**src/rtl/priv_irq_arbiter.sv**
```systemverilog
module priv_irq_arbiter #(
  parameter int W   = 12,
  parameter int IDW = 4
) (
  input  logic           clk,
  input  logic           rst_n,
  input  logic           post_vld,
  input  logic [IDW-1:0] post_id,
  input  logic           clr_vld,
  input  logic [IDW-1:0] clr_id,
  input  logic           clr_all,
  input  logic           pend_we,
  input  logic [W-1:0]   pend_wdata,
  input  logic           en_we,
  input  logic [W-1:0]   en_wdata,
  output logic [W-1:0]   pend_rdata,
  output logic [W-1:0]   en_rdata,
  input  logic [1:0]     priv,
  input  logic           st_uie,
  input  logic           st_sie,
  input  logic           st_mie,
  input  logic [W-1:0]   mdeleg,
  input  logic [W-1:0]   sdeleg,
  output logic           irq_take,
  output logic [IDW-1:0] irq_cause
);
  localparam logic [W-1:0] M_SET = W'(12'h888);
  localparam logic [W-1:0] S_SET = W'(12'h222);
  localparam logic [W-1:0] U_SET = W'(12'h111);
  localparam logic [W-1:0] IMPL  = M_SET | S_SET | U_SET;
  localparam int NSRC = 9;
  localparam int ORDER [NSRC] = '{11, 3, 7, 9, 1, 5, 8, 0, 4};

  logic [W-1:0] pend_q, en_q, pend_d, gmask, cand;
  logic [W-1:0] post_vec, clr_vec;

  assign post_vec = post_vld ? ((W'(1) << post_id) & IMPL) : '0;
  assign clr_vec  = clr_vld  ? ((W'(1) << clr_id)  & IMPL) : '0;

  always_comb begin
    pend_d = pend_we ? (pend_wdata & IMPL) : pend_q;
    if (clr_all) pend_d = '0;
    pend_d = (pend_d & ~clr_vec) | post_vec;
  end

  always_ff @(posedge clk or negedge rst_n) begin
    if (!rst_n) begin
      pend_q <= '0;
      en_q   <= '0;
    end else begin
      pend_q <= pend_d;
      if (en_we) en_q <= en_wdata & IMPL;
    end
  end

  assign pend_rdata = pend_q;
  assign en_rdata   = en_q;

  always_comb begin
    case (priv)
      2'd0:    gmask = ((M_SET | S_SET) & (~sdeleg | {W{st_uie}})) | (U_SET & {W{st_uie}});
      2'd1:    gmask = (M_SET & (~mdeleg | {W{st_sie}})) | (S_SET & {W{st_sie}});
      2'd3:    gmask = M_SET & {W{st_mie}};
      default: gmask = '0;
    endcase
  end

  assign cand     = pend_q & en_q & gmask;
  assign irq_take = |cand;

  always_comb begin
    irq_cause = '0;
    for (int k = NSRC - 1; k >= 0; k--)
      if (cand[ORDER[k]]) irq_cause = IDW'(ORDER[k]);
  end
endmodule


```
**config.mk**
```make
export PLATFORM = sky130hd
export DESIGN_NAME = priv_irq_arbiter
export DESIGN_NICKNAME = d
export VERILOG_FILES = /design/src/rtl/priv_irq_arbiter.sv
export SDC_FILE = /design/constraint.sdc
export NUM_CORES = 1
export LEC_CHECK = 0
export BUFFER_PORTS_ARGS = -buffer_cell sky130_fd_sc_hd__buf_2
export CORE_ASPECT_RATIO = 1.1
export CORE_MARGIN = 4
export CORE_UTILIZATION = 28
export CTS_CLUSTER_DIAMETER = 80
export DETAILED_ROUTE_END_ITERATION = 6
export PLACE_DENSITY = 0.63
export SYNTH_ARGS = -nofsm -noshare
export SYNTH_HDL_FRONTEND = slang
export SYNTH_SLANG_ARGS = --single-unit
```
**constraint.sdc**
```tcl
create_clock -name clk -period 2.2 [get_ports clk]
set_input_delay 0.44 -clock clk [delete_from_list [all_inputs] [get_ports clk]]
set_output_delay 0.44 -clock clk [all_outputs]
set_load 0.05 [all_outputs]
```
==> results of run 1 <==
==> path summary, 6_finish.rpt <==
| path | end | start | cells after the start | slack [ns] |
|---|---|---|---|---|
| max in group asynchronous | en_rdata[7]$_DFFE_PN0P_ | rst_n | 1 | 1.79 |
| setup / recovery | irq_take | st_uie | 6 | 0.02 |
| hold reg to reg | en_rdata[1]$_DFFE_PN0P_ | en_rdata[1]$_DFFE_PN0P_ | 1 | 0.53 |
| setup reg to reg | pend_rdata[5]$_DFF_PN0_ | pend_rdata[5]$_DFF_PN0_ | 3 | 1.24 |
| min in group clk | en_rdata[11]$_DFFE_PN0P_ | en_wdata[11] | 2 | 0.42 |
| hold / removal | pend_rdata[11]$_DFF_PN0_ | rst_n | 1 | 0.11 |
==> cell families (layout without fill, tap and decap cells) <==
kind of cell,count (synthesis),after routing
AO/OA/AOI/OAI,30,30
multiplexers,18,18
buffers and inverters,15,86
other,1,6
AND/OR/NAND/NOR,48,48
flip-flops,18,18
==> registers in the layout (all words and copies together) (netlist names) <==
name and cells:
en_rdata 9, pend_rdata 9
==> cell usage in the layout, fill, tap and decap left out, types with 4 or more instances in the layout <==
master,Yosys,routed
nor2_1,7,7
buf_6,1,4
buf_2,1,61
buf_4,7,12
o31ai_1,5,4
nor3b_1,6,5
mux2_2,9,9
inv_1,4,4
dfrtp_1,18,16
mux2i_1,9,9
a31o_2,4,4
nand2_1,10,10
and2_1,4,4
conb_1,1,6
nor3_1,4,4
==> area by class of cell <==
class | count | area, µm² | share of cell area, %
Inverter | 4 | 15.0 | 0.825
Clock buffer | 4 | 45.0 | 2.47
Sequential cell | 18 | 453 | 24.9
Tap cell | 54 | 67.6 | 3.71
Timing Repair Buffer | 78 | 455 | 25.0
Multi-Input combinational cell | 102 | 785 | 43.1
==> stage by stage <==
stage | setup TNS, ns | hold WS [ns] | util [%] | cell area (µm²)
2_1_floorplan | -0.0521 | 0.144 | - | 1310
3_3_place_gp | -0.415 | 0.386 | 39.2 | 1690
3_5_place_dp | -0.501 | 0.390 | 39.2 | 1690
4_1_cts | 0 | 0.125 | 41.0 | 1770
5_1_grt | -0.0457 | 0.139 | 42.2 | 1820
6_report | 0 | 0.108 | 42.2 | 1820
==> layer usage <==
metal	global-route usage, %	part of all wire (%)	up-vias
li1	-	-	645
met1	15.9	42	595
met2	20.8	48	62
met3	2.56	9.3	6
met4	4.32	1.2	0
met5	0	0	-
==> power by group through the flow <==
stage | Clock, mW | Sequential [mW] | Combinational, mW
3_3_place_gp | 0 | 0.394 | 0.388
5_1_grt | 0.250 | 0.392 | 0.432
3_5_place_dp | 0 | 0.394 | 0.390
4_1_cts | 0.233 | 0.388 | 0.403
6_report | 0.228 | 0.387 | 0.408
2_1_floorplan | 0 | 0.490 | 0.175
==> worst max-delay path: stages <==
cell	delay, ns
buf_8	0.10
or3b_4	0.39
a222oi_1	0.35
o31a_1	0.18
nand4_1	0.09
buf_6	0.18
==> what timing repair did <==
| item | CTS | global route |
|---|---|---|
| setup buffers | 0 | 2 |
| gates resized for setup | 11 | 8 |
| pin swaps | 4 | 3 |
| setup endpoints to repair | 5 | 5 |
==> results_dict.tcl, run 1 <==
set metrics [dict create \
    port_buffers 69 \
    ir_drop_mv 0.254 \
    fmax_ghz 0.459 \
    p_sw_share_pct 38.5 \
    syn_avg_cell_area_um2 9.72 \
    route.detailed.drc 0 \
    synth-simple-area-share_pct 22.5 \
    fill_cells 444 \
    coreArea_um2 4320 \
    internal_power_mw 0.629 \
    synth_xor_area_share_pct 0 \
    cts.hold.buffers_added 0 \
    fp.dieH_um 78.5 \
    clock_skew_ns 0 \
    hpwl_um 3130 \
    rsz0062_at_grt "yes" \
    critPathArrivalTime_ns 1.74 \
    wl_per_cell_um 14.3 \
    cts_buffer_depth 2 \
    required_ns 1.76 \
    grt_max_degree 19 \
    viasPerCell 5.03 \
    fin_ws_ns 0.0225 \
    syn2layout_area_growth_pct 44.1 \
    cap_violations 0 \
    ys_seq_area_share_pct 35.6 \
    yosys-top-cells-count "dfrtp_1 (18), nand2_1 (10), mux2_2 (9), mux2i_1 (9)" \
    yosys.area_share.adder_pct 0 \
    yosysTopAreaCellShare_pct 35.6 \
    p_switching_mw 0.395 \
    grt_pass1_wl_um 5720 \
    clkTransAtPathRegs_ns 0.07 \
    worstSetupEndpointType "output pin" \
    synth_top_area_cell "dfrtp_1" \
    firstDrtPassIters 4 \
    synthCells 130 \
    design.portCount 97 \
    crit_path_max_fanout 6 \
    slew_viol_final 0 \
    async_flop_share_pct 100 \
    status "completed" \
    final_layout_size_suffix_gt1_share_pct 51.9 \
    p_leak_nw 0.903 \
    synth_top_family_by_area "simple AND/OR/NAND/NOR gates" \
    pwr-share-seq_pct 37.8 \
    grt_pass1_vias 1245 \
    finalNetCount 275 \
    place_inst 254 \
    p_clk_share_pct 22.3 \
    grt_usage_pct 12.5 \
    diodes 0 \
    cts_tree "done" \
    power_mw 1.02 \
    ys_types 45 \
    timing.final.crit_share_pct 99.0 \
    hold_viol_final 0 \
    startpoint_type "input pin" \
    yosys_warnings 0 \
    ant_nets 0 \
    synth_most_common_cell "dfrtp_1" \
    p_per_area_nw_per_um2 562 \
    synth_mux_area_share_pct 15.1 \
    rows 25 \
    hold_path_class "input pin to async pin" \
    antenna_found_initial 0 \
    wirelength_um 3710 \
    synth_area_um2 1260 \
    cts_sinks 18 \
    initialDrtViolationCount 61 \
    synth_compound_area_share_pct 19.2 \
    synth_edf_count 0 \
    fp.dieW_um 72.1 \
    start_util_pct 29.3 \
    grt_overflow_total 0 \
    synth-seq-cells 18 \
    layout_min_cycle_time_ns 2.18 \
    dr_total_vias 1308 \
    ys.flop_type "dfrtp_1" \
    clk_latency_ns 0.24 \
    p_comb_share_pct 39.9 \
    cts_buffers 3 \
    clockRootBuffer "clkbuf_8" \
    die-area_um2 5650 \
    place_congestion 0.956 \
    cts_htree_levels 1 \
    stdcell_count 260 \
    finalSetupViolCount 0 \
    pre_cts_ws_ns -0.123 \
    yosys-top-cells-area "dfrtp_1 (36%), mux2_2 (8.0%), mux2i_1 (7.1%), buf_4 (4.2%), nor3b_1 (3.6%)" \
    critPathKind "input pin to output pin" \
]
Power figures use the tool's default switching activity.
==> inputs of run 2 (changes only) <==
- CTS_BUF_LIST: not set -> sky130_fd_sc_hd__clkbuf_2
==> run 2 against run 1 <==
Compared with the run above:
- total power down 6.2%
- final cell count grew 3.1%
- critical path depth is the same
- sequential power barely moved
- register-to-register slack got worse by 0.12 ns
- cell area up 2.2%
- via count is 2.3% higher
- clock-buffer cell count unchanged
- first-iteration DRC count down 18%
- hold slack worse by 0.070 ns
- worst setup slack better by 0.0024 ns
- non-clock buffer count increased by 8
- critical path type unchanged
- critical endpoint unchanged
- largest power group unchanged
==> results_dict.tcl, run 2 (synthesis gave the netlist of run 1 again) <==
set metrics [dict create \
    status "completed" \
    cts_buffers 3 \
    syn2layout_area_growth_pct 47.2 \
    coreArea_um2 4320 \
    cp.buffers_inverters 2 \
    start_util_pct 29.3 \
    clkTransAtPathRegs_ns 0.18 \
    place_congestion 0.956 \
    fp.dieH_um 78.5 \
    initialDrtViolationCount 50 \
    startpoint_type "input pin" \
    worstSetupEndpointType "output pin" \
    crit_path_max_fanout 6 \
    cts_tree "done" \
    final_common_cell "buf_2" \
    fp.dieW_um 72.1 \
    final_cell_mix "buf_2 (61), buf_4 (20), dfrtp_1 (16)" \
    cts_htree_levels 1 \
    fmax_ghz 0.460 \
    cp_common_cell "buf_6" \
    place_inst 254 \
    clock_skew_ns 0 \
    grt_overflow_total 0 \
    power_mw 0.961 \
    grt_pass1_wl_um 5780 \
    ir_drop_mv 0.226 \
    design.portCount 97 \
    rr_worst_depth 4 \
    cts.hold.buffers_added 0 \
    required_ns 1.76 \
    finalSetupViolCount 0 \
    cp-startpoint "st_uie" \
    critPathKind "input pin to output pin" \
    ant_nets 0 \
    firstDrtPassIters 4 \
    clockRootBuffer "clkbuf_2" \
    timing.final.crit_share_pct 98.9 \
    placed_area_um2 1690 \
    antenna_found_initial 0 \
    cts_sinks 18 \
    fill_cells 441 \
    grt_max_degree 19 \
    path_cells "buf_6 -> or3b_4 -> a222oi_1 -> o31a_1 -> nand4_1 -> buf_6" \
    cap_violations 0 \
    diodes 0 \
    dr_total_vias 1338 \
    clk_latency_ns 0.28 \
    critPathCapture "irq_take" \
    grt_pass1_vias 1265 \
    layout_min_cycle_time_ns 2.18 \
    wl_per_cell_um 14.2 \
    hold_path_class "input pin to async pin" \
    crit_slowest_cell "or3b_4" \
    hpwl_um 3130 \
    port_buffers 69 \
    slew_viol_final 0 \
    route.detailed.drc 0 \
    p_per_area_nw_per_um2 516 \
    hold_viol_final 0 \
    wirelength_um 3800 \
    final_layout_size_suffix_gt1_share_pct 55.6 \
    rsz0062_at_grt "yes" \
    design_area_um2 1860 \
    rows 25 \
    slowest_delay_ns 0.39 \
    rrSetupSlack_ns 1.12 \
    die-area_um2 5650 \
    critPathTopFamily "compound AO/OA/AOI/OAI gates" \
    cts_buffer_depth 2 \
    critPathArrivalTime_ns 1.74 \
    p_leak_nw 0.940 \
    worst-path-stages 6 \
    stdcell_count 268 \
    grt_usage_pct 12.7 \
    r2r_start "pend_rdata[7]$_DFF_PN0_" \
    rr_endpoint "pend_rdata[7]$_DFF_PN0_" \
    viasPerCell 4.99 \
    finalNetCount 283 \
]
[run 2: cell types whose count changed in the layout (fill, tap and decap cells not counted), sizes merged]
cell / before / now
buf: 78 / 86
[run 2: power by group]
group	leakage, nW	internal (mW)	switching (mW)	total (mW)
combinational	0.702	0.155	0.276	0.431
sequential	0.221	0.360	0.0242	0.384
clock	0.0166	0.0482	0.0970	0.145
total	0.940	0.564	0.397	0.961
[run 2: final cells by class]
class	count	area, µm²	area share (%)
repair buffers	86	512	27.5
multi-input cells	102	793	42.6
well taps	54	67.6	3.63
inverters	4	15.0	0.807
flip-flops and latches	18	453	24.3
clock buffers	4	20.0	1.08
[run 2: routing by layer]
layer | global-route usage (%) | vias up | part of all wire (%)
met5 | 0 | - | 0
met4 | 4.32 | 0 | 1.2
met3 | 2.94 | 6 | 8.3
met2 | 21.3 | 55 | 47
met1 | 15.8 | 621 | 43
li1 | - | 656 | -
[run 2: what timing repair did]
action,in CTS,in global routing
hold endpoints to repair,0,0
setup endpoints to repair,5,5
pin swaps,4,4
gates resized for setup,13,8
buffers inserted,2,8
[run 2: per-stage QoR]
stage	setup WS [ns]	setup TNS, ns	util [%]	hold WS (ns)
6_report	0.0249	0	43.1	0.0371
5_1_grt	-0.0472	-0.0889	43.1	0.0247
4_1_cts	0.00174	0	41.0	0.0466
3_5_place_dp	-0.123	-0.501	39.2	0.390
3_3_place_gp	-0.104	-0.415	39.2	0.386
2_1_floorplan	-0.0521	-0.0521	-	0.144
[run 2: worst min-delay path by stage]
stage                                          end  slack, ns  depth (start not counted)
after detailed placement  pend_rdata[11]$_DFF_PN0_       0.39                          1
after CTS                 pend_rdata[11]$_DFF_PN0_       0.05                          1
after global routing      pend_rdata[11]$_DFF_PN0_       0.02                          1
final                     pend_rdata[11]$_DFF_PN0_       0.04                          1
after global placement    pend_rdata[11]$_DFF_PN0_       0.39                          1
after floorplan            en_rdata[0]$_DFFE_PN0P_       0.14                          0
